## config.mk

```make
export PLATFORM = sky130hd
export DESIGN_NAME = jitter_meter
export DESIGN_NICKNAME = d
export VERILOG_FILES = /design/src/rtl/jm_pkg.sv /design/src/rtl/jm_edge_grader.sv /design/src/rtl/jm_extreme_tracker.sv /design/src/rtl/jm_runt_meter.sv /design/src/rtl/jitter_meter.sv
export SDC_FILE = /design/constraint.sdc
export NUM_CORES = 1
export LEC_CHECK = 0
export CAP_MARGIN = 25
export CORE_ASPECT_RATIO = 1.5
export CORE_MARGIN = 2
export CORE_UTILIZATION = 32
export CTS_BUF_LIST = sky130_fd_sc_hd__clkbuf_4
export DETAILED_ROUTE_END_ITERATION = 10
export DONT_BUFFER_PORTS = 1
export GPL_TIMING_DRIVEN = 0
export PLACE_DENSITY = 0.45
export SYNTH_ARGS = -nofsm -noshare
export SYNTH_HDL_FRONTEND = slang
export SYNTH_SLANG_ARGS = --single-unit
```

## constraint.sdc

```tcl
create_clock -name clk -period 3.8 [get_ports clk]
set_input_delay 0.38 -clock clk [delete_from_list [all_inputs] [get_ports clk]]
set_output_delay 0.38 -clock clk [all_outputs]
set_load 0.02 [all_outputs]
```

## src/rtl/jm_pkg.sv

```systemverilog
package jm_pkg;
    typedef enum logic [1:0] {
        ZN_OTHER = 2'd0,
        ZN_PRE   = 2'd1,
        ZN_YLATE = 2'd2,
        ZN_DATA  = 2'd3
    } zone_t;

    typedef enum logic {
        ST_IDLE,
        ST_MEASURE
    } state_t;
endpackage

```

## src/rtl/jm_edge_grader.sv

```systemverilog
module jm_edge_grader #(
    parameter int TICKS = 16,
    localparam int PH_W = $clog2(TICKS)
) (
    input  logic            clk,
    input  logic            rst_n,
    input  logic            line_in,
    input  logic [PH_W-1:0] phase,
    input  logic [1:0]      zone,
    input  logic            mode,
    output logic            edge_o,
    output logic            pre_edge_o,
    output logic            graded_o,
    output logic            ambig_o,
    output logic [PH_W-1:0] early_o,
    output logic [PH_W-1:0] late_o
);
    import jm_pkg::*;

    localparam logic [PH_W-1:0] HALF = PH_W'(TICKS / 2);
    localparam logic [PH_W:0]   FULL = (PH_W + 1)'(TICKS);

    logic           line_q;
    zone_t          zn;
    logic           in_gate;
    logic [PH_W:0]  back;

    always_ff @(posedge clk) begin
        if (!rst_n) line_q <= 1'b0;
        else        line_q <= line_in;
    end

    assign zn         = zone_t'(zone);
    assign edge_o     = line_in ^ line_q;
    assign pre_edge_o = edge_o && (zn == ZN_PRE || zn == ZN_YLATE);
    assign in_gate    = mode ? (zn == ZN_DATA) : (zn == ZN_YLATE);
    assign ambig_o    = edge_o && in_gate && (phase == HALF);
    assign graded_o   = edge_o && in_gate && (phase != HALF);
    assign back       = FULL - {1'b0, phase};
    assign late_o     = (phase < HALF) ? phase : '0;
    assign early_o    = (phase > HALF) ? back[PH_W-1:0] : '0;
endmodule

```

## src/rtl/jm_extreme_tracker.sv

```systemverilog
module jm_extreme_tracker #(
    parameter int MAG_W = 4,
    parameter int ERR_W = 8
) (
    input  logic             clk,
    input  logic             rst_n,
    input  logic             clear,
    input  logic             graded,
    input  logic             ambig,
    input  logic [MAG_W-1:0] early_in,
    input  logic [MAG_W-1:0] late_in,
    output logic [MAG_W-1:0] early_acc,
    output logic [MAG_W-1:0] late_acc,
    output logic [ERR_W-1:0] err_acc
);
    logic [MAG_W-1:0] base_e, base_l;
    logic [ERR_W-1:0] base_x;

    assign base_e = clear ? '0 : early_acc;
    assign base_l = clear ? '0 : late_acc;
    assign base_x = clear ? '0 : err_acc;

    always_ff @(posedge clk) begin
        if (!rst_n) begin
            early_acc <= '0;
            late_acc  <= '0;
            err_acc   <= '0;
        end else begin
            early_acc <= (graded && early_in > base_e) ? early_in : base_e;
            late_acc  <= (graded && late_in > base_l) ? late_in : base_l;
            err_acc   <= (ambig && base_x != '1) ? base_x + 1'b1 : base_x;
        end
    end
endmodule

```

## src/rtl/jm_runt_meter.sv

```systemverilog
module jm_runt_meter #(
    parameter int RUNT_W = 8
) (
    input  logic              clk,
    input  logic              rst_n,
    input  logic              clear,
    input  logic              edge_i,
    input  logic              pre_edge_i,
    output logic [RUNT_W-1:0] runt_acc
);
    logic [RUNT_W-1:0] gap_q;
    logic [RUNT_W-1:0] width;
    logic [RUNT_W-1:0] base;
    logic              prev_pre_q;

    assign width = (gap_q == '1) ? gap_q : gap_q + 1'b1;
    assign base  = clear ? '1 : runt_acc;

    always_ff @(posedge clk) begin
        if (!rst_n) begin
            gap_q      <= '0;
            prev_pre_q <= 1'b0;
            runt_acc   <= '1;
        end else begin
            if (edge_i) begin
                gap_q      <= '0;
                prev_pre_q <= pre_edge_i;
            end else if (gap_q != '1) begin
                gap_q <= gap_q + 1'b1;
            end
            runt_acc <= (pre_edge_i && prev_pre_q && width < base) ? width : base;
        end
    end
endmodule

```

## src/rtl/jitter_meter.sv

```systemverilog
module jitter_meter #(
    parameter int TICKS_PER_UI = 16,
    parameter int LIMIT_TICKS  = 4,
    parameter int ERR_W        = 8,
    parameter int RUNT_W       = 8,
    parameter int WIN_W        = 8,
    localparam int PH_W        = $clog2(TICKS_PER_UI)
) (
    input  logic              clk,
    input  logic              rst_n,
    input  logic              line_in,
    input  logic [PH_W-1:0]   ui_phase,
    input  logic [1:0]        zone,
    input  logic              mode,
    input  logic              frame_start,
    input  logic [WIN_W-1:0]  win_len,
    output logic [PH_W-1:0]   early_mag,
    output logic [PH_W-1:0]   late_mag,
    output logic [PH_W:0]     pp_out,
    output logic              over_limit,
    output logic [ERR_W-1:0]  err_count,
    output logic [RUNT_W-1:0] runt_min,
    output logic              result_valid
);
    import jm_pkg::*;

    localparam logic [PH_W:0] LIM = (PH_W + 1)'(LIMIT_TICKS);

    state_t            state_q, state_n;
    logic [WIN_W-1:0]  frm_q, frm_n, win_eff;
    logic              clear, publish;
    logic              edge_w, pre_edge_w, graded_w, ambig_w;
    logic [PH_W-1:0]   early_w, late_w, early_acc, late_acc;
    logic [ERR_W-1:0]  err_acc;
    logic [RUNT_W-1:0] runt_acc;
    logic [PH_W:0]     pp_nxt;

    jm_edge_grader #(.TICKS(TICKS_PER_UI)) u_grader (
        .clk(clk), .rst_n(rst_n), .line_in(line_in), .phase(ui_phase),
        .zone(zone), .mode(mode), .edge_o(edge_w), .pre_edge_o(pre_edge_w),
        .graded_o(graded_w), .ambig_o(ambig_w), .early_o(early_w), .late_o(late_w)
    );

    jm_extreme_tracker #(.MAG_W(PH_W), .ERR_W(ERR_W)) u_extreme (
        .clk(clk), .rst_n(rst_n), .clear(clear), .graded(graded_w),
        .ambig(ambig_w), .early_in(early_w), .late_in(late_w),
        .early_acc(early_acc), .late_acc(late_acc), .err_acc(err_acc)
    );

    jm_runt_meter #(.RUNT_W(RUNT_W)) u_runt (
        .clk(clk), .rst_n(rst_n), .clear(clear), .edge_i(edge_w),
        .pre_edge_i(pre_edge_w), .runt_acc(runt_acc)
    );

    assign win_eff = (win_len == '0) ? WIN_W'(1) : win_len;
    assign pp_nxt  = {1'b0, early_acc} + {1'b0, late_acc};

    // state register
    always_ff @(posedge clk) begin
        if (!rst_n) begin
            state_q <= ST_IDLE;
            frm_q   <= '0;
        end else begin
            state_q <= state_n;
            frm_q   <= frm_n;
        end
    end

    // next state and control
    always_comb begin
        state_n = state_q;
        frm_n   = frm_q;
        clear   = 1'b0;
        publish = 1'b0;
        unique case (state_q)
            ST_IDLE: begin
                if (frame_start) begin
                    state_n = ST_MEASURE;
                    clear   = 1'b1;
                    frm_n   = WIN_W'(1);
                end
            end
            ST_MEASURE: begin
                if (frame_start) begin
                    if (frm_q >= win_eff) begin
                        publish = 1'b1;
                        clear   = 1'b1;
                        frm_n   = WIN_W'(1);
                    end else begin
                        frm_n = frm_q + 1'b1;
                    end
                end
            end
        endcase
    end

    // published results
    always_ff @(posedge clk) begin
        if (!rst_n) begin
            early_mag    <= '0;
            late_mag     <= '0;
            pp_out       <= '0;
            over_limit   <= 1'b0;
            err_count    <= '0;
            runt_min     <= '1;
            result_valid <= 1'b0;
        end else if (publish) begin
            early_mag    <= early_acc;
            late_mag     <= late_acc;
            pp_out       <= pp_nxt;
            over_limit   <= pp_nxt > LIM;
            err_count    <= err_acc;
            runt_min     <= runt_acc;
            result_valid <= 1'b1;
        end
    end
endmodule

```

After elaboration in Yosys (flattened, before gate mapping)
Cells that the tools add are included.
{"block": "word_totals", "regBits": 74, "latchBits": 0, "ram_bits": 0, "romBits": 0, "input_bits": 19, "output_inout_bits": 31, "elab_cells": 77, "memories": 0}
{"block": "op_classes", "add_sub_neg": 5, "mul": 0, "div": 0, "n_lt_le_gt_ge": 7, "eq_ne": 10, "shifts": 0, "n_mux": 23, "n_bitwise": 3, "n_reduce_logical": 13}
{"operator": "8-bit 2-to-1 mux", "count": 9}
{"operator": "8-bit by 1-bit adder with 8-bit output, second input constant", "count": 3}
{"operator": "4-bit 2-to-1 mux", "count": 6}
{"operator": "8-bit inequality test, second input constant", "count": 2}
{"operator": "8-bit case mux with 2 select lines", "count": 1}
{"operator": "1-bit logical AND", "count": 9}
{"operator": "8-bit equality test, second input constant", "count": 1}
{"operator": "8-bit greater-or-equal comparator", "count": 1}
{"operator": "4-bit > comparator", "count": 2}
{"operator": "8-bit logical NOT", "count": 1}
{"operator": "8-bit less-than comparator", "count": 1}
{"operator": "1-bit 2-to-1 mux", "count": 6}
{"operator": "4-bit by 4-bit adder with 5-bit output", "count": 1}
{"operator": "5-bit by 3-bit > comparator with 1-bit output, second input constant", "count": 1}
{"operator": "2-bit equality test, second input constant", "count": 2}
{"operator": "4-bit equality test, second input constant", "count": 1}
{"operator": "4-bit > comparator, second input constant", "count": 1}
{"operator": "4-bit less-than comparator, second input constant", "count": 1}
{"operator": "2-bit inequality test, second input constant", "count": 2}
{"operator": "4-bit inequality test, second input constant", "count": 1}
{"operator": "1-bit by 4-bit subtractor with 4-bit output, first input constant", "count": 1}
{"operator": "2-bit by 1-bit equality test with 1-bit output, second input constant", "count": 1}
{"operator": "1-bit inverter", "count": 2}
{"operator": "1-bit case mux with 2 select lines", "count": 1}
{"operator": "other kinds (4)", "count": 4}

Depth between registers and ports, before layout
{"block": "depth", "ltp_word": 10, "depth_mapped": 16, "ltp_nobuf": 15}

Modules after synthesis
A second synthesis with hierarchy kept.
{"block": "unflattened", "hier_cells": 506, "area_unflattened_um2": 4390.5}
{"mod": "jitter_meter", "n_inst": 1, "cells_per_inst": 245, "area_each_um2": 2055.7, "seq_area_each_um2": 800.8}
{"mod": "jm_runt_meter", "n_inst": 1, "cells_per_inst": 117, "area_each_um2": 1068.5, "seq_area_each_um2": 340.3}
{"mod": "jm_extreme_tracker", "n_inst": 1, "cells_per_inst": 117, "area_each_um2": 1057.3, "seq_area_each_um2": 320.3}
{"mod": "jm_edge_grader", "n_inst": 1, "cells_per_inst": 27, "area_each_um2": 209.0, "seq_area_each_um2": 20.0}

Worst setup path after synthesis
No wires, ideal clock.
{"block": "synth_timing", "kind": "in2reg", "start": "input port win_len[2]", "end": "register u_extreme.late_acc[0]", "setup_time_ns": 0.061, "arrival_ns": 3.423, "t_required_ns": 3.739, "slack_ns": 0.316, "stages": 16, "n_path_buf": 1, "cell_sequence": "nor4_1 > a41o_1 > ha_1 > nor2b_1 > o211a_1 > o311a_1 > o21ai_2 > buf_2 > nand2_1 > ha_1 > nor2b_1 > o21ai_0 > nand2b_1 > nand4_1 > a2111oi_1 > a22o_1"}
{"block": "synth_between", "elab_chain_len": 10}
{"element": "from (decl)", "line": "jitter_meter.sv:16", "rtl": "input logic [WIN_W-1:0] win_len,"}
{"element": "8-bit logical NOT", "line": "jitter_meter.sv:55", "rtl": "assign win_eff = (win_len == '0) ? WIN_W'(1) : win_len;"}
{"element": "8-bit 2-to-1 mux *", "line": "jitter_meter.sv:55"}
{"element": "8-bit greater-or-equal comparator *", "line": "jitter_meter.sv:85", "rtl": "if (frm_q >= win_eff) begin"}
{"element": "1-bit 2-to-1 mux *", "line": "jitter_meter.sv:85"}
{"element": "1-bit 2-to-1 mux *", "line": "jitter_meter.sv:84", "rtl": "if (frame_start) begin"}
{"element": "1-bit case mux with 2 select lines *", "line": "jitter_meter.sv:75", "rtl": "unique case (state_q)"}
{"element": "4-bit 2-to-1 mux *", "line": "jm_extreme_tracker.sv:20", "rtl": "assign base_l = clear ? '0 : late_acc;"}
{"element": "4-bit > comparator", "line": "jm_extreme_tracker.sv:30", "rtl": "late_acc <= (graded && late_in > base_l) ? late_in : base_l;"}
{"element": "1-bit logical AND", "line": "jm_extreme_tracker.sv:30"}
{"element": "4-bit 2-to-1 mux *", "line": "jm_extreme_tracker.sv:30"}
{"element": "to (signal assigned)", "line": "jm_extreme_tracker.sv:30"}
{"element": "to (decl)", "line": "jm_extreme_tracker.sv:13", "rtl": "output logic [MAG_W-1:0] late_acc,"}
Every way passes the cells marked *; elsewhere a longest branch is shown, timed or not.
A chain may end at the register's enable or synchronous reset.

Final worst setup path
{"block": "layout_timing", "start": "register frm_q[7]", "end": "register u_runt.runt_acc[5]"}
{"block": "layout_between", "elab_chain_len": 8}
{"element": "from (decl)", "line": "jitter_meter.sv:30", "rtl": "logic [WIN_W-1:0] frm_q, frm_n, win_eff;"}
{"element": "from (signal assigned)", "line": "jitter_meter.sv:65", "rtl": "frm_q <= frm_n;"}
{"element": "8-bit greater-or-equal comparator *", "line": "jitter_meter.sv:85"}
{"element": "1-bit 2-to-1 mux *", "line": "jitter_meter.sv:85"}
{"element": "1-bit 2-to-1 mux *", "line": "jitter_meter.sv:84"}
{"element": "1-bit case mux with 2 select lines *", "line": "jitter_meter.sv:75"}
{"element": "8-bit 2-to-1 mux *", "line": "jm_runt_meter.sv:17", "rtl": "assign base = clear ? '1 : runt_acc;"}
{"element": "8-bit less-than comparator", "line": "jm_runt_meter.sv:31", "rtl": "runt_acc <= (pre_edge_i && prev_pre_q && width < base) ? width : base;"}
{"element": "1-bit logical AND", "line": "jm_runt_meter.sv:31"}
{"element": "8-bit 2-to-1 mux *", "line": "jm_runt_meter.sv:31"}
{"element": "to (signal assigned)", "line": "jm_runt_meter.sv:31"}
{"element": "to (decl)", "line": "jm_runt_meter.sv:9", "rtl": "output logic [RUNT_W-1:0] runt_acc"}
Marks and branches as above.

==> impl_metrics.json <==
{
  "place.gp.congestion": 0.787,
  "cts_root_buf": "clkbuf_4",
  "finClkSkew_ps": 14.8,
  "synth-xor-area-share": 0.0340,
  "yosysTopAreaCell": "dfxtp_1",
  "synth.distinct_cells": 53,
  "initial_core_util": 0.326,
  "ys_seq_area_frac": 0.380,
  "cap_violations": 0,
  "synthMuxAreaShare": 0.107,
  "r2r_end": "u_runt.runt_acc[5]",
  "critical_path.cell_chain": "ha_1, and3_1, a221oi_2, and2_1, a21oi_4, buf_2, nor2_1, ha_1, nand3_1, nor2_1, nand2_1, o2111ai_1, a211oi_4, buf_12, mux2_2",
  "yosysMostFrequentCell": "dfxtp_1",
  "post-place-ws_ps": -261,
  "max_freq_mhz": 282,
  "die_y_um": 139,
  "p_leak_nw": 1.85,
  "grt_max_degree": 14,
  "worst_pin_slew_ps": 694,
  "drive_above_1_share": 0.105,
  "async_flop_share": 0,
  "grt_overflow": 0,
  "cts_made_buffers": 9,
  "vdd_drop_max_mv": 0.184,
  "viasPerCell": 5.02,
  "dr_total_vias": 3055,
  "postLayoutCoreUtil": 0.369,
  "syn_avg_cell_area_um2": 8.97,
  "synth_top_family_by_area": "simple AND/OR/NAND/NOR gates",
  "cp-start-kind": "flip-flop",
  "syn_inst": 435,
  "critPathMaxFanout": 10,
  "grt_pass1_vias": 3134,
  "synth_area_leaders": "dfxtp_1 38%, ha_1 10%, mux2i_1 8.7%",
  "ys.flop_type": "dfxtp_1",
  "postLayoutCellArea_um2": 4420,
  "fin_cells": 609,
  "p_per_area_nw_per_um2": 370,
  "setup_slack_ps": 260,
  "cp_data_required_time_ps": 4140,
  "syn2layout_area_growth_pct": 13.1,
  "clock_latency_ps": 430,
  "synth_top_area_frac": 0.380,
  "setup-violations-final": 0,
  "placed_area_um2": 4090,
  "fin_tns_setup_ps": 0,
  "synth_edf_count": 0,
  "ctsLongestPathBuffers": 2,
  "port_buffers": 0,
  "synth_seq_cells": 74,
  "avgRoutedWirePerCell_um": 15.6,
  "hold_viol": 0,
  "dr.first_iter.drc_count": 121,
  "period_share": 0.932,
  "grt_util_all_layers": 0.154,
  "die_area_um2": 13100,
  "worstHoldStart": "line_in",
  "row_count": 49,
  "grt_pass1_wl_um": 15700,
  "whs_ps": 66.7,
  "post-place-cells": 588,
  "ios": 50,
  "htree_levels": 3,
  "synth_nets": 487,
  "post-route-drc-count": 0,
  "min_period_ps": 3540,
  "dp_hpwl_um": 7160,
  "synth_top_cells_by_count": "74 x dfxtp_1, 63 x nor2_1, 34 x mux2i_1",
  "power.total_mw": 1.63,
  "routed_wirelength_um": 9470,
  "synth_area_um2": 3900,
  "critPathArrivalTime_ps": 3880,
  "status": "complete, no violations",
  "endpoint_kind": "flip-flop",
  "cts_tree": "yes",
  "hold-path-endpoint": "u_grader.line_q",
  "nets": 502,
  "coreArea_um2": 12000,
  "yosysWarnings": 0,
  "r2r_slack_ps": 260,
  "hold_depth": 1,
  "finalMaxSlewViolations": 0,
  "cp_slowest_cell": "a221oi_2",
  "ant_nets": 0,
  "worst-setup-path-type": "reg2reg",
  "synth-simple-area-share": 0.211,
  "synthAdderAreaFrac": 0.108,
  "reg2reg_depth": 15,
  "clock_sinks": 74,
  "clk_pin_slew_worst_paths_ps": 130,
  "hold_class": "in2reg",
  "relSlewSlack": 0.534,
  "first_pass_iters": 4,
  "grt_antenna_before_repair": 1,
  "dieWidth_um": 94.2,
  "ctsHoldBuffers": 0,
  "crit_path_max_incr_delay_ps": 400,
  "r2r-start": "frm_q[7]",
  "synth_compound_area_frac": 0.113
}
-- cells in the final DEF (no fill, tap or decap), drive strengths merged, types with 12 or more instances in the layout --
master and n:
a21oi 16, dfxtp 74, inv 33, clkbuf 17, ha 32, nand3 14, nor2 63, mux2i 34
buf 12, nand2 32
-- repair_timing --
action | 4_1_cts | 5_1_grt
setup endpoints to repair | 4 | 14
resized for setup | 2 | 7
buffers inserted | 0 | 4
pin swaps | 0 | 2
-- power breakdown --
part           switching (mW)  internal [mW]  leakage [nW]  total [mW]
sequential            0.00886          0.784         0.598       0.793
clock                   0.303          0.410         0.111       0.714
combinational          0.0799         0.0461          1.14       0.126
-- flip-flops by register name (all words and copies together), names as in the netlist --
name,flops
early_mag,4
u_grader.line_q,1
pp_out,5
u_runt.prev_pre_q,1
state_q,1
over_limit,1
err_count,8
runt_min,8
u_runt.runt_acc,8
u_extreme.late_acc,4
late_mag,4
u_extreme.err_acc,8
result_valid,1
frm_q,8
u_extreme.early_acc,4
u_runt.gap_q,8
-- routing by layer --
layer	part of all wire	vias to the layer above	GRT usage	routed length (um)
met4	0.0087	0	0.0496	82
met3	0.028	4	0.0374	267
met5	0	-	0	0
met2	0.54	39	0.275	5110
li1	-	1551	-	-
met1	0.42	1461	0.177	4010
-- critical path: cells and delay by family (launching register included) --
kind	cells	cell delay [ps]
mux	1	320
flops	1	340
compound gates	4	960
buf+inv	2	380
simple gates	6	870
fa+ha+maj	2	570
-- worst max path at each step --
| stage | startpoint | endpoint | slack, ps | cells past startpoint |
|---|---|---|---|---|
| after floorplan | win_len[2] | u_extreme.late_acc[0] | 320 | 16 |
| after global placement | win_len[6] | u_extreme.late_acc[2] | -180 | 15 |
| after detailed placement | win_len[6] | u_extreme.late_acc[1] | -260 | 15 |
| after CTS | frm_q[1] | u_extreme.early_acc[2] | 10 | 14 |
| after global routing | frm_q[6] | u_runt.runt_acc[0] | -10 | 15 |
| final | frm_q[7] | u_runt.runt_acc[5] | 260 | 15 |
-- kinds of logic (layout without fill, tap and decap cells) --
| family | after synthesis | after routing |
|---|---|---|
| AND/OR/NAND/NOR | 168 | 168 |
| flip-flops | 74 | 74 |
| other | 0 | 1 |
| multiplexers | 41 | 41 |
| XOR/XNOR | 13 | 13 |
| AO/OA/AOI/OAI | 59 | 59 |
| buffers and inverters | 47 | 67 |
| adder cells (fa/ha/maj) | 33 | 33 |
-- area by class of cell --
cell class,count,area (um^2)
clock buffers,10,75.1
inverters,32,120
diodes,1,2.50
well taps,153,191
flip-flops and latches,74,1480
plain buffers,15,65.1
clock inverters,6,138
repair buffers,4,42.5
fillers,1272,7540
multi-input cells,314,2300
Note: power is estimated with default switching activity, not from simulation.
